--- src/rtl/rx_buf_pkg.sv ---
package rx_buf_pkg;
  localparam logic [7:0] CTRL_KEEP = 8'hC9;
  localparam int EN_BIT    = 0;
  localparam int RXRST_BIT = 1;
  localparam int TXRST_BIT = 2;

  function automatic logic [4:0] trig_level(input logic [1:0] sel);
    case (sel)
      2'd0:    return 5'd1;
      2'd1:    return 5'd4;
      2'd2:    return 5'd8;
      default: return 5'd14;
    endcase
  endfunction

  // start + data + parity + stop
  function automatic logic [3:0] frame_bits(input logic [3:0] cfg);
    return 4'd1 + (4'd5 + {2'b00, cfg[1:0]}) + {3'b000, cfg[3]} + (cfg[2] ? 4'd2 : 4'd1);
  endfunction
endpackage

--- src/rtl/rx_buf_store.sv ---
module rx_buf_store #(
  parameter int DEPTH = 16,
  parameter int DW    = 8,
  localparam int CW   = $clog2(DEPTH + 1),
  localparam int PW   = (DEPTH > 1) ? $clog2(DEPTH) : 1
) (
  input  logic          clk_i,
  input  logic          rst_ni,
  input  logic          flush_i,
  input  logic          push_i,
  input  logic          pop_i,
  input  logic [DW-1:0] din_i,
  output logic [DW-1:0] head_o,
  output logic [CW-1:0] count_o
);
  logic [DW-1:0] mem_q [DEPTH];
  logic [PW-1:0] wr_q, rd_q, wr_nxt, rd_nxt;
  logic [CW-1:0] cnt_q;

  generate
    if ((DEPTH & (DEPTH - 1)) == 0) begin : g_pow2
      assign wr_nxt = wr_q + PW'(1);
      assign rd_nxt = rd_q + PW'(1);
    end else begin : g_wrap
      assign wr_nxt = (wr_q == PW'(DEPTH - 1)) ? '0 : wr_q + PW'(1);
      assign rd_nxt = (rd_q == PW'(DEPTH - 1)) ? '0 : rd_q + PW'(1);
    end
  endgenerate

  always_ff @(posedge clk_i or negedge rst_ni) begin
    if (!rst_ni) begin
      wr_q  <= '0;
      rd_q  <= '0;
      cnt_q <= '0;
    end else if (flush_i) begin
      wr_q  <= '0;
      rd_q  <= '0;
      cnt_q <= '0;
    end else begin
      if (push_i) wr_q <= wr_nxt;
      if (pop_i)  rd_q <= rd_nxt;
      case ({push_i, pop_i})
        2'b10:   cnt_q <= cnt_q + CW'(1);
        2'b01:   cnt_q <= cnt_q - CW'(1);
        default: cnt_q <= cnt_q;
      endcase
    end
  end

  always_ff @(posedge clk_i) begin
    if (push_i && !flush_i) mem_q[wr_q] <= din_i;
  end

  assign head_o  = mem_q[rd_q];
  assign count_o = cnt_q;

  assert_no_overflow_R3: assert property (@(posedge clk_i) disable iff (!rst_ni)
    cnt_q <= CW'(DEPTH));
  assert_push_pop_count_R6: assert property (@(posedge clk_i) disable iff (!rst_ni)
    (push_i && pop_i && !flush_i) |=> $stable(cnt_q));
endmodule

--- src/rtl/rx_buf_timer.sv ---
module rx_buf_timer #(
  parameter int TW = 6
) (
  input  logic          clk_i,
  input  logic          rst_ni,
  input  logic          tick_i,
  input  logic          active_i,
  input  logic          restart_i,
  input  logic          clr_i,
  input  logic [TW-1:0] limit_i,
  output logic          pending_o
);
  logic [TW-1:0] cnt_q;
  logic          pend_q;

  always_ff @(posedge clk_i or negedge rst_ni) begin
    if (!rst_ni) begin
      cnt_q  <= '0;
      pend_q <= 1'b0;
    end else begin
      if (clr_i) pend_q <= 1'b0;
      if (restart_i || !active_i) begin
        cnt_q <= '0;
      end else if (tick_i && !pend_q) begin
        if (cnt_q == limit_i - TW'(1)) begin
          cnt_q  <= '0;
          pend_q <= 1'b1;
        end else begin
          cnt_q <= cnt_q + TW'(1);
        end
      end
    end
  end

  assign pending_o = pend_q;

  assert_pending_on_tick_R10: assert property (@(posedge clk_i) disable iff (!rst_ni)
    $rose(pend_q) |-> $past(tick_i) && $past(active_i));
endmodule

--- src/rtl/uart_rx_buffer.sv ---
module uart_rx_buffer
  import rx_buf_pkg::*;
#(
  parameter int DEPTH    = 16,
  parameter int DW       = 8,
  parameter int TO_CHARS = 4,
  localparam int CW      = $clog2(DEPTH + 1)
) (
  input  logic          clk_i,
  input  logic          rst_ni,
  input  logic          ctrl_we_i,
  input  logic [7:0]    ctrl_wdata_i,
  input  logic [3:0]    frame_cfg_i,
  input  logic          bit_tick_i,
  input  logic          rx_valid_i,
  input  logic [DW-1:0] rx_byte_i,
  input  logic          rx_break_i,
  input  logic          rd_i,
  input  logic          status_rd_i,
  output logic [7:0]    ctrl_o,
  output logic [DW-1:0] rd_data_o,
  output logic          data_ready_o,
  output logic          break_o,
  output logic          overrun_o,
  output logic [CW-1:0] count_o,
  output logic          trig_o,
  output logic          timeout_o,
  output logic          tx_flush_o
);
  localparam int TW = $clog2(TO_CHARS * 12 + 1);

  logic [7:0]    ctrl_q;
  logic          fifo_en, en_chg, flush_rx;
  logic          push_req, push_acc, pop;
  logic [DW-1:0] push_byte, head;
  logic [CW-1:0] cnt;
  logic [DW-1:0] hold_q;
  logic          hold_vld_q, brk_q, ovr_q, txf_q;
  logic          ovr_set, brk_clr_last;
  logic [TW-1:0] to_limit;

  assign fifo_en   = ctrl_q[EN_BIT];
  assign en_chg    = ctrl_we_i && (ctrl_wdata_i[EN_BIT] != ctrl_q[EN_BIT]);
  assign flush_rx  = en_chg || (ctrl_we_i && ctrl_wdata_i[RXRST_BIT]);
  assign push_req  = (rx_valid_i || rx_break_i) && !ctrl_we_i;
  assign push_byte = rx_break_i ? '0 : rx_byte_i;
  assign pop       = fifo_en && rd_i && (cnt != '0) && !ctrl_we_i;
  assign push_acc  = fifo_en && push_req && ((cnt != CW'(DEPTH)) || pop);

  assign ovr_set = fifo_en ? (push_req && !push_acc)
                           : (push_req && hold_vld_q && !rd_i);
  assign brk_clr_last = fifo_en ? (pop && (cnt == CW'(1)) && !push_acc)
                                : (rd_i && !push_req && !ctrl_we_i);

  rx_buf_store #(.DEPTH(DEPTH), .DW(DW)) i_store (
    .clk_i   (clk_i),
    .rst_ni  (rst_ni),
    .flush_i (flush_rx),
    .push_i  (push_acc),
    .pop_i   (pop),
    .din_i   (push_byte),
    .head_o  (head),
    .count_o (cnt)
  );

  assign to_limit = TW'(frame_bits(frame_cfg_i)) * TW'(TO_CHARS);

  rx_buf_timer #(.TW(TW)) i_timer (
    .clk_i     (clk_i),
    .rst_ni    (rst_ni),
    .tick_i    (bit_tick_i),
    .active_i  (fifo_en && (cnt != '0)),
    .restart_i (push_acc || pop || flush_rx),
    .clr_i     (pop || flush_rx),
    .limit_i   (to_limit),
    .pending_o (timeout_o)
  );

  always_ff @(posedge clk_i or negedge rst_ni) begin
    if (!rst_ni) begin
      ctrl_q <= '0;
      txf_q  <= 1'b0;
    end else begin
      txf_q <= en_chg || (ctrl_we_i && ctrl_wdata_i[TXRST_BIT]);
      if (ctrl_we_i) ctrl_q <= ctrl_wdata_i & CTRL_KEEP;
    end
  end

  // single-register mode holding path
  always_ff @(posedge clk_i or negedge rst_ni) begin
    if (!rst_ni) begin
      hold_q     <= '0;
      hold_vld_q <= 1'b0;
    end else if (flush_rx) begin
      hold_vld_q <= 1'b0;
    end else if (!fifo_en) begin
      if (push_req) begin
        hold_q     <= push_byte;
        hold_vld_q <= 1'b1;
      end else if (rd_i && !ctrl_we_i) begin
        hold_vld_q <= 1'b0;
      end
    end
  end

  always_ff @(posedge clk_i or negedge rst_ni) begin
    if (!rst_ni) begin
      brk_q <= 1'b0;
      ovr_q <= 1'b0;
    end else begin
      if (rx_break_i && !ctrl_we_i)            brk_q <= 1'b1;
      else if (flush_rx || status_rd_i || brk_clr_last) brk_q <= 1'b0;
      if (ovr_set)          ovr_q <= 1'b1;
      else if (status_rd_i) ovr_q <= 1'b0;
    end
  end

  assign ctrl_o       = ctrl_q;
  assign count_o      = cnt;
  assign data_ready_o = fifo_en ? (cnt != '0) : hold_vld_q;
  assign rd_data_o    = fifo_en ? ((cnt != '0) ? head : '0) : hold_q;
  assign trig_o       = fifo_en ? (int'(cnt) >= int'(trig_level(ctrl_q[7:6]))) : hold_vld_q;
  assign break_o      = brk_q;
  assign overrun_o    = ovr_q;
  assign tx_flush_o   = txf_q;

  assert_full_keeps_R5: assert property (@(posedge clk_i) disable iff (!rst_ni)
    (fifo_en && cnt == CW'(DEPTH) && push_req && !rd_i) |=> (overrun_o && count_o == CW'(DEPTH)));
  assert_read_clears_timeout_R11: assert property (@(posedge clk_i) disable iff (!rst_ni)
    (fifo_en && rd_i && cnt != '0 && !ctrl_we_i) |=> !timeout_o);
  assert_timeout_has_data_R10: assert property (@(posedge clk_i) disable iff (!rst_ni)
    timeout_o |-> data_ready_o);
  assert_break_flags_R7: assert property (@(posedge clk_i) disable iff (!rst_ni)
    (rx_break_i && !ctrl_we_i && !(fifo_en && cnt == CW'(DEPTH))) |=> (break_o && data_ready_o));
  assert_hold_overrun_R12: assert property (@(posedge clk_i) disable iff (!rst_ni)
    (!fifo_en && hold_vld_q && push_req && !rd_i) |=> overrun_o);
  assert_flush_empties_R9: assert property (@(posedge clk_i) disable iff (!rst_ni)
    flush_rx |=> (count_o == '0 && !data_ready_o && !timeout_o));
endmodule

--- config.mk ---
export PLATFORM = sky130hd
export DESIGN_NAME = uart_rx_buffer
export DESIGN_NICKNAME = d
export VERILOG_FILES = /design/src/rtl/rx_buf_pkg.sv /design/src/rtl/rx_buf_store.sv /design/src/rtl/rx_buf_timer.sv /design/src/rtl/uart_rx_buffer.sv
export SDC_FILE = /design/constraint.sdc
export NUM_CORES = 1
export LEC_CHECK = 0
export BUFFER_PORTS_ARGS = -buffer_cell sky130_fd_sc_hd__buf_2
export CAP_MARGIN = 15
export CORE_MARGIN = 1
export CORE_UTILIZATION = 65
export CTS_BUF_LIST = sky130_fd_sc_hd__clkbuf_2
export DETAILED_ROUTE_END_ITERATION = 8
export PLACE_DENSITY = 0.95
export SETUP_SLACK_MARGIN = 0.15
export SLEW_MARGIN = 40
export SYNTH_ARGS = -nofsm -noshare
export SYNTH_HDL_FRONTEND = slang
export SYNTH_SLANG_ARGS = --single-unit
--- constraint.sdc ---
create_clock -name clk_i -period 5.6 [get_ports clk_i]
set_input_delay 0.28 -clock clk_i [delete_from_list [all_inputs] [get_ports clk_i]]
set_output_delay 0.28 -clock clk_i [all_outputs]
set_load 0.05 [all_outputs]
==> results of run 1 <==
-- final timing paths --
path | from | to | slack [ns] | cells after the start
setup / recovery | i_store.rd_q[0]$_DFFE_PN0P_ | rd_data_o[1] | 1.79 | 5
setup reg to reg | ctrl_o[0]$_DFFE_PN0P_ | i_store.mem_q[13][5]$_DFFE_PP_ | 2.49 | 4
hold reg to reg | hold_q[3]$_DFFE_PN0P_ | hold_q[3]$_DFFE_PN0P_ | 0.55 | 1
max in group asynchronous | rst_ni | hold_q[6]$_DFFE_PN0P_ | 4.65 | 3
hold / removal | rx_byte_i[0] | i_store.mem_q[15][0]$_DFFE_PP_ | 0.04 | 2
min in group asynchronous | rst_ni | ctrl_o[7]$_DFFE_PN0P_ | 0.55 | 3
-- registers in the layout, indices dropped and copies added, names as in the netlist --
signal             flops
i_store.mem_q        128
hold_q                 8
i_timer.cnt_q          6
i_store.count_o        5
ctrl_o                 4
i_store.rd_q           4
i_store.wr_q           4
break_o                1
hold_vld_q             1
i_timer.pending_o      1
overrun_o              1
tx_flush_o             1
-- logic make-up after synthesis --
| family | Yosys count | synth area share |
|---|---|---|
| flops | 164 | 0.6542 |
| simple gates | 123 | 0.09369 |
| compound gates | 52 | 0.05090 |
| mux | 50 | 0.1258 |
| buf+inv | 42 | 0.02571 |
| fa+ha+maj | 19 | 0.03382 |
| xor+xnor | 11 | 0.01536 |
| other cells | 1 | 0.0005171 |
-- Yosys cell counts, drive strengths merged, types with 9 or more instances --
master	instances	area, µm²
edfxtp	128	3844
dfrtp	36	900.9
mux4	32	720.7
nand2	26	102.6
inv	23	86.33
nor2	20	80.07
ha	18	225.2
and2	16	100.1
nand3	16	80.08
buf	11	70.06
nor2b	10	62.56
o21ai	10	50.04
mux2	9	101.4
mux2i	9	90.09
-- critical path, delay by kind of cell (launching register included) --
kind | cells | cell delay (ns)
DFF | 1 | 0.80
buffers and inverters | 2 | 0.72
AOI/OAI and AO/OA | 2 | 0.63
muxes | 1 | 0.62
-- power by group --
| group | internal (µW) | leakage [µW] | total, µW | switching [µW] |
|---|---|---|---|---|
| logic | 183 | 0.00119 | 495 | 312 |
| registers | 1340 | 0.00165 | 1400 | 50.6 |
| clock network | 264 | 0.000167 | 713 | 449 |
| total | 1790 | 0.00300 | 2600 | 811 |
-- through the flow --
step	setup slack, ns	total power, µW
finish	1.792	2602
global route	1.610	2683
CTS	1.878	2567
detailed placement	2.713	1878
global placement	2.803	1848
floorplan	2.871	1761
-- area by class of cell --
type | count | area, µm²
sequential | 164 | 4746
fill | 577 | 2728
multi-input combinational | 259 | 2357
timing repair buffer | 71 | 467.9
clock inverter | 15 | 192.7
tap | 140 | 175.2
inverter | 23 | 86.33
clock buffer | 17 | 85.08
antenna | 1 | 2.502
-- layer usage --
| metal | vias to the layer above | GRT usage |
|---|---|---|
| met1 | 2273 | 0.3942 |
| met2 | 335 | 0.4991 |
| met4 | 0 | 0.1683 |
| met5 | - | 0 |
| li1 | 1921 | - |
| met3 | 85 | 0.07506 |
==> results.py, run 1 <==
metrics = {
    "floorplanning": {
        "ios": 55,
        "die-area_um2": 11580,
        "start_util": 0.6690,
        "fp-row-count": 38,
        "core_area_um2": 10840,
        "die_w_um": 107.6,
        "die_y_um": 107.6,
    },
    "yosys": {
        "synthCells": 462,
        "yosysUniqueCellTypes": 60,
        "synth_enable_flop_cells": 128,
        "synth_warnings": 0,
        "ys_ff_latch": 164,
        "synth_area_um2": 7252,
        "ys_seq_area_frac": 0.6542,
        "ys.flop_type": "edfxtp_1",
        "syn_area_per_cell_um2": 15.70,
        "synthArstFlopShare": 0.2195,
    },
    "detailed_routing": {
        "met1Wirelength_um": 6214,
        "drc": 0,
        "wl_um": 16750,
        "drtIter0Drc": 584,
        "viasPerCell": 6.687,
        "wl_per_cell_um": 24.27,
        "ant_nets": 0,
        "drt_pass1_iterations": 8,
        "wl_met2_um": 8438,
        "dr_wl_met3_um": 1326,
        "top_layer": "met4",
        "num_vias": 4614,
    },
    "cts": {
        "cts_resized": 0,
        "insertion_delay_ns": 0.78,
        "cts_buffer_depth": 2,
        "cts_sinks": 164,
        "cts_buffers": 17,
        "tritoncts": "done",
        "post_cts_buffers": 0,
        "cts_hold_buf": 17,
        "clockRootBuffer": "clkbuf_2",
        "path_clk_slew_ns": 0.26,
        "htreeDepth": 4,
    },
    "setup_path": {
        "slowest_delay_ns": 0.80,
        "cp-start-kind": "flip-flop",
        "crit_path_top_delay_cell": "dfrtp_2",
        "crit_arrival_ns": 3.53,
        "end_kind": "output port",
        "cp_cell_sequence": "buf_4 -> mux4_2 -> a22oi_1 -> o221ai_1 -> buf_2",
        "path_max_fanout": 20,
        "critPathKind": "flip-flop to output port",
        "cp.required_ns": 5.32,
    },
    "layout": {
        "final_cells": 690,
        "layout-drive-gt1-share": 0.2623,
        "design_area_um2": 8113,
        "layout.nets": 583,
        "final_common_cell": "edfxtp_1",
        "syn2layout_area_growth_pct": 11.87,
        "post-route-util": 0.7484,
        "final_cell_mix": "edfxtp_1 (128), buf_2 (47), dfrtp_1 (35)",
    },
    "timing": {
        "fin_crit_sh": 0.6800,
        "period_needed_ns": 3.808,
        "whs_ns": 0.04384,
        "hold_viol": 0,
        "rsz0062_at_grt": "no",
        "worst_pin_slew_ns": 0.8921,
        "setup_viol": 0,
        "fin_setup_tns_ns": 0,
        "clock.fmax_mhz": 262.6,
        "slew_headroom": 0.4052,
        "slew_violations": 0,
        "finClkSkew_ns": 0.05814,
    },
    "placed_design": {
        "place_hpwl_um": 10280,
        "dpl_cell_area_um2": 7605,
        "dp_cells": 636,
        "port_buffers": 48,
        "gp_congestion": 0.9333,
    },
    "global_route": {
        "grt_pass1_vias": 4614,
        "grt_max_degree": 37,
        "track_usage": 0.3110,
        "grt_pass1_wl_um": 25260,
        "antenna_found_initial": 1,
        "grt-ovfl-total": 0,
    },
    "run": {
        "cap_violations": 0,
    },
    "power": {
        "p_leak_uw": 0.003003,
        "ir_worst_vdd_mv": 0.1710,
        "power_density_nw_per_um2": 320.8,
    },
    "run_status": {
        "status": "finished, final reports clean",
    },
    "worst_hold_path": {
        "hp-class": "input pin to flip-flop",
    },
}
Power figures use the tool's default switching activity.
==> run 2: changes to the inputs <==
ABC_AREA = 1   (was not set)
CORE_UTILIZATION = 63   (was 65)
clock period = 3.59 ns   (was 5.6 ns; I/O delays follow)
==> results.py, run 2 <==
metrics = {
    "yosys": {
        "synth_warnings": 0,
        "ys.flop_type": "edfxtp_1",
        "synth_enable_flop_cells": 128,
        "yosysMostFrequentCell": "nand2_1",
        "synthCells": 788,
        "yosysUniqueCellTypes": 38,
        "yosys-top-cells-count": "nand2_1 (147), edfxtp_1 (128), nor2_1 (121)",
        "synthArstFlopShare": 0.2195,
        "ys_ff_latch": 164,
        "syn_area_per_cell_um2": 9.910,
        "synth_top_area_cell": "edfxtp_1",
        "synth_top_area_frac": 0.4922,
        "synthTopCellsByArea": "edfxtp_1 (49%), dfrtp_1 (12%), nand2_1 (7.1%)",
        "ys_seq_area_frac": 0.6076,
        "synth_area_um2": 7809,
    },
    "setup_path": {
        "ff2ff_path_depth": 7,
        "critPathKind": "flip-flop to output port",
        "cp_cell_sequence": "inv_1 -> buf_6 -> o211ai_1 -> nand3_1 -> nand3_1 -> nand2_1 -> nand2_1 -> nand2_1 -> buf_2",
        "cp-start-kind": "flip-flop",
        "cp.required_ns": 3.41,
        "path_delay_family": "buffers and inverters",
        "cp_common_cell": "nand2_1",
        "end_kind": "output port",
        "cp_num_cells": 9,
        "crit_buf_inv": 3,
        "slowest_delay_ns": 0.66,
        "crit_path_top_delay_cell": "dfrtp_1",
        "path_max_fanout": 55,
        "crit_arrival_ns": 3.11,
    },
    "cts": {
        "clockRootBuffer": "clkbuf_2",
        "insertion_delay_ns": 0.76,
        "htreeDepth": 4,
        "cts_sinks": 164,
        "cts_buffers": 17,
        "path_clk_slew_ns": 0.26,
        "tritoncts": "done",
        "cts_buffer_depth": 2,
        "post_cts_buffers": 0,
    },
    "timing": {
        "hold_viol": 0,
        "worst_pin_slew_ns": 0.8043,
        "finClkSkew_ns": 0.04937,
        "fin_crit_sh": 0.9153,
        "clock.fmax_mhz": 304.3,
        "fin_setup_tns_ns": 0,
        "period_needed_ns": 3.286,
        "slew_violations": 0,
        "setup_viol": 0,
        "slew_headroom": 0.4632,
        "rsz0062_at_grt": "no",
    },
    "worst_hold_path": {
        "hp-class": "input pin to flip-flop",
        "holdPathStages": 4,
    },
    "placed_design": {
        "dpl_cell_area_um2": 8138,
        "port_buffers": 48,
        "gp_congestion": 0.8781,
        "dp_cells": 981,
        "place_hpwl_um": 10800,
    },
    "power": {
        "p_leak_uw": 0.003687,
        "p_total_uw": 4277,
        "power_density_nw_per_um2": 485.6,
        "ir_worst_vdd_mv": 0.4055,
    },
    "layout": {
        "seqCellArea_um2": 4747,
        "layout-drive-gt1-share": 0.1275,
        "largest-register": "i_store.mem_q",
        "reg_top3": "i_store.mem_q x128, hold_q x8, i_timer.cnt_q x6",
        "fillers": 684,
        "final_common_cell": "nand2_1",
        "largest_reg_flops": 128,
        "syn2layout_area_growth_pct": 12.79,
        "multi_input_area_um2": 2520,
        "layout.nets": 920,
        "design_area_um2": 8807,
        "final_cell_mix": "nand2_1 (147), edfxtp_1 (128), nor2_1 (120)",
        "final_cells": 1057,
    },
    "detailed_routing": {
        "drtIter0Drc": 1103,
        "wl_per_cell_um": 20.29,
        "viasPerCell": 6.219,
        "num_vias": 6574,
        "wl_um": 21440,
        "ant_nets": 0,
        "drt_pass1_iterations": 6,
        "drc": 0,
    },
    "global_route": {
        "antenna_found_initial": 3,
        "grt-ovfl-total": 0,
        "track_usage": 0.3428,
        "grt_pass1_vias": 6398,
        "grt_max_degree": 91,
        "grt_pass1_wl_um": 32310,
    },
    "floorplanning": {
        "fp-row-count": 40,
        "core_area_um2": 12060,
        "ios": 55,
        "start_util": 0.6474,
        "die_y_um": 113.3,
        "die_w_um": 113.3,
        "die-area_um2": 12840,
    },
    "run_status": {
        "status": "finished, final reports clean",
    },
    "run": {
        "cap_violations": 0,
    },
}
[run 2: cell count changes after synthesis, sizes merged, moves of 10 or more]
cell | before | now
inv | 23 | 85
nor2 | 20 | 126
nand3 | 16 | 80
buf | 11 | 24
o211ai | 0 | 24
nand2 | 26 | 152
nor2b | 10 | 0
and2 | 16 | 0
o21ai | 10 | 61
mux4 | 32 | 0
[run 2: timing repair]
item	in CTS	in global routing
endpoints found under the hold margin	190	36
resized for setup	0	2
hold buffers	40	1
setup endpoints to repair	0	8
[run 2: area by class of cell]
type,instances,area share
Sequential cell,164,0.5390
Multi-Input combinational cell,502,0.2861
Timing Repair Buffer,100,0.08439
Inverter,88,0.03850
Tap cell,168,0.02387
Clock inverter,15,0.01762
Clock buffer,17,0.009660
Antenna cell,3,0.0008524
[run 2: worst paths after layout]
path / startpoint / endpoint / slack [ns]
worst max-delay path: i_store.rd_q[1]$_DFFE_PN0P_ / rd_data_o[2] / 0.30
min in group asynchronous: rst_ni / i_store.rd_q[0]$_DFFE_PN0P_ / 0.47
worst min register to register: hold_q[0]$_DFFE_PN0P_ / hold_q[0]$_DFFE_PN0P_ / 0.52
max in group asynchronous: rst_ni / i_store.count_o[3]$_DFFE_PN0P_ / 2.73
worst max register to register: ctrl_o[0]$_DFFE_PN0P_ / break_o$_DFFE_PN0P_ / 0.43
worst min-delay path: ctrl_we_i / i_store.count_o[0]$_DFFE_PN0P_ / 0.07
[run 2: tightest hold or removal path: cells and delay by family]
family                 cells  cell delay (ns)
buffers and inverters      1             0.20
and+or+nand+nor            3             0.42
[run 2: report_power, final]
| part | internal (µW) | switching [µW] | total, µW | leakage (µW) |
|---|---|---|---|---|
| logic | 311 | 789 | 1100 | 0.00190 |
| clock network | 328 | 683 | 1010 | 0.000140 |
| registers | 2100 | 64.4 | 2170 | 0.00164 |
| total | 2740 | 1540 | 4280 | 0.00369 |
[run 2: stage by stage]
stage	util	hold slack [ns]	setup slack (ns)
2_1_floorplan	-	-0.1161	1.190
3_3_place_gp	0.6745	0.3011	1.046
3_5_place_dp	0.6747	0.3038	0.9676
4_1_cts	0.7278	0.003850	0.3092
5_1_grt	0.7302	0.06162	0.1881
6_report	0.7302	0.07235	0.3042
[run 2: cells by family (layout without fill, tap and decap cells)]
logic type,Yosys count,count (layout),share of synthesized area
other,1,7,0.0004802
buffers and inverters,125,220,0.07146
AOI/OAI and AO/OA,99,99,0.07370
xor gates and xnor gates,10,10,0.01122
adders and majority gates,19,19,0.03141
and+or+nand+nor,370,370,0.2041
DFF,164,164,0.6076
[run 2: per-layer routing]
metal	vias up	global-route usage	wire length (µm)
li1	2802	-	-
met5	-	0	0
met1	2987	0.3736	7015
met2	577	0.5587	10100
met4	0	0.2763	1836
met3	208	0.1028	2495
==> run 3: changes to the inputs <==
CORE_UTILIZATION = 35   (was 63)
PLACE_DENSITY = 0.63   (was 0.95)
==> results.py, run 3 (synthesis gave the netlist of run 2 again) <==
metrics = {
    "floorplanning": {
        "start_util": 0.3578,
        "die-area_um2": 22910,
        "ios": 55,
        "fp-row-count": 54,
        "core_area_um2": 21820,
        "die_y_um": 151.4,
        "die_w_um": 151.4,
    },
    "setup_path": {
        "cp.required_ns": 4.26,
        "path_max_fanout": 13,
        "slowest_delay_ns": 0.67,
        "cp_cell_sequence": "inv_1 -> buf_4 -> nand4_1 -> dlygate4sd3_1 -> nand4_1 -> dlygate4sd3_1 -> o21ai_0 -> dlygate4sd3_1",
        "reg2reg_to": "break_o$_DFFE_PN0P_",
        "ff2ff_path_depth": 8,
        "rr_startpoint": "ctrl_o[0]$_DFFE_PN0P_",
        "crit_arrival_ns": 3.69,
        "end_kind": "flip-flop",
        "cp-start-kind": "flip-flop",
        "cp_common_cell": "dlygate4sd3_1",
        "r2r_slack_ns": 0.57,
        "crit_path_top_delay_cell": "dfrtp_1",
        "critPathKind": "flip-flop to flip-flop",
    },
    "layout": {
        "design_area_um2": 8985,
        "final_common_cell": "nand2_1",
        "final_cell_mix": "nand2_1 (147), edfxtp_1 (128), nor2_1 (120)",
        "reg_top3": "i_store.mem_q x128, hold_q x8, i_timer.cnt_q x6",
        "layout-drive-gt1-share": 0.1363,
        "largest-register": "i_store.mem_q",
        "largest_reg_flops": 128,
        "syn2layout_area_growth_pct": 15.06,
        "layout.nets": 922,
        "diodes": 0,
    },
    "cts": {
        "cts_buffer_depth": 2,
        "clockRootBuffer": "clkbuf_2",
        "cts_resized": 0,
        "path_clk_slew_ns": 0.22,
        "post_cts_buffers": 0,
        "cts_sinks": 164,
        "insertion_delay_ns": 0.72,
        "cts_hold_buf": 37,
        "htreeDepth": 4,
        "cts_buffers": 17,
        "tritoncts": "done",
    },
    "worst_hold_path": {
        "min_to": "hold_q[1]$_DFFE_PN0P_",
        "hp-start": "rx_break_i",
        "hp-class": "input pin to flip-flop",
        "holdPathStages": 5,
    },
    "timing": {
        "setup_viol": 0,
        "worst_pin_slew_ns": 0.8391,
        "fin_setup_tns_ns": 0,
        "slew_headroom": 0.4385,
        "finClkSkew_ns": 0.02769,
        "hold_viol": 0,
        "slew_violations": 0,
        "period_needed_ns": 3.022,
        "rsz0062_at_grt": "no",
        "whs_ns": 0.08848,
        "clock.fmax_mhz": 330.9,
        "fin_crit_sh": 0.8418,
    },
    "run": {
        "cap_violations": 0,
    },
    "detailed_routing": {
        "wl_per_cell_um": 15.26,
        "drtIter0Drc": 433,
        "drt_pass1_iterations": 5,
        "num_vias": 5659,
        "drc": 0,
        "ant_nets": 0,
        "viasPerCell": 4.845,
        "wl_um": 17830,
    },
    "power": {
        "ir_worst_vdd_mv": 0.3232,
        "p_total_uw": 4282,
        "power_density_nw_per_um2": 476.6,
        "p_leak_uw": 0.003728,
    },
    "global_route": {
        "grt_pass1_wl_um": 28510,
        "track_usage": 0.1649,
        "grt_pass1_vias": 5414,
        "antenna_found_initial": 0,
        "grt_max_degree": 91,
        "grt-ovfl-total": 0,
    },
    "placed_design": {
        "gp_congestion": 0.8106,
        "port_buffers": 48,
        "place_hpwl_um": 11000,
        "dpl_cell_area_um2": 8329,
    },
    "run_status": {
        "status": "finished, final reports clean",
    },
}
[run 3: cell types whose count changed in the layout (fill, tap and decap cells not counted), moves of 2 or more]
cell           change
bufinv_16          +2
clkinv_1           -2
clkinvlp_4         +2
buf_4              +7
inv_8              -3
dlygate4sd3_1      -5
diode_2            -3
[run 3: worst max path at each step]
stage / start / end / slack [ns] / cells after the start
3_5_place_dp: i_store.count_o[0]$_DFFE_PN0P_ / i_store.mem_q[10][5]$_DFFE_PP_ / 1.07 / 9
4_1_cts: i_store.rd_q[0]$_DFFE_PN0P_ / rd_data_o[3] / 0.48 / 11
3_3_place_gp: i_store.count_o[0]$_DFFE_PN0P_ / i_store.mem_q[2][1]$_DFFE_PP_ / 1.15 / 9
6_report: ctrl_o[0]$_DFFE_PN0P_ / break_o$_DFFE_PN0P_ / 0.57 / 8
2_1_floorplan: i_store.count_o[0]$_DFFE_PN0P_ / i_store.mem_q[0][0]$_DFFE_PP_ / 1.19 / 9
5_1_grt: i_store.rd_q[0]$_DFFE_PN0P_ / rd_data_o[0] / 0.32 / 10
[run 3: critical path: cells and delay by family (launching register included)]
family                 cells  cell delay, ns
flip-flops                 1            0.67
buffers and inverters      5            2.00
AO/OA/AOI/OAI              1            0.13
AND/OR/NAND/NOR            2            0.19
[run 3: cell type report]
class | count | area, µm²
clock inverters | 14 | 185.2
multi-input cells | 502 | 2520
well taps | 280 | 350.3
flip-flops and latches | 164 | 4746
fillers | 2085 | 12840
clock buffers | 18 | 90.09
inverters | 88 | 339.1
repair buffers | 102 | 754.5
[run 3: per-layer routing]
layer | track usage | share of wire | vias to the layer above
met5 | 0 | 0 | -
met4 | 0.06350 | 0.022 | 0
met3 | 0.03313 | 0.050 | 25
met2 | 0.2662 | 0.47 | 156
met1 | 0.2173 | 0.45 | 2676
li1 | - | - | 2802
[run 3: power by group]
group	leakage [µW]	internal, µW	switching (µW)	total (µW)
combinational	0.00193	309	709	1020
sequential	0.00165	2100	57.1	2160
clock	0.000151	455	649	1100
total	0.00373	2870	1420	4280
[run 3: metrics by stage]
stage | util | instances | worst slack (ns)
after global routing | 0.4117 | 1168 | 0.3188
after floorplan | - | 791 | 1.190
after CTS | 0.4117 | 1168 | 0.4807
after detailed placement | 0.3817 | 1099 | 1.066
after global placement | 0.3813 | 1099 | 1.154
final | 0.4117 | 1168 | 0.5681
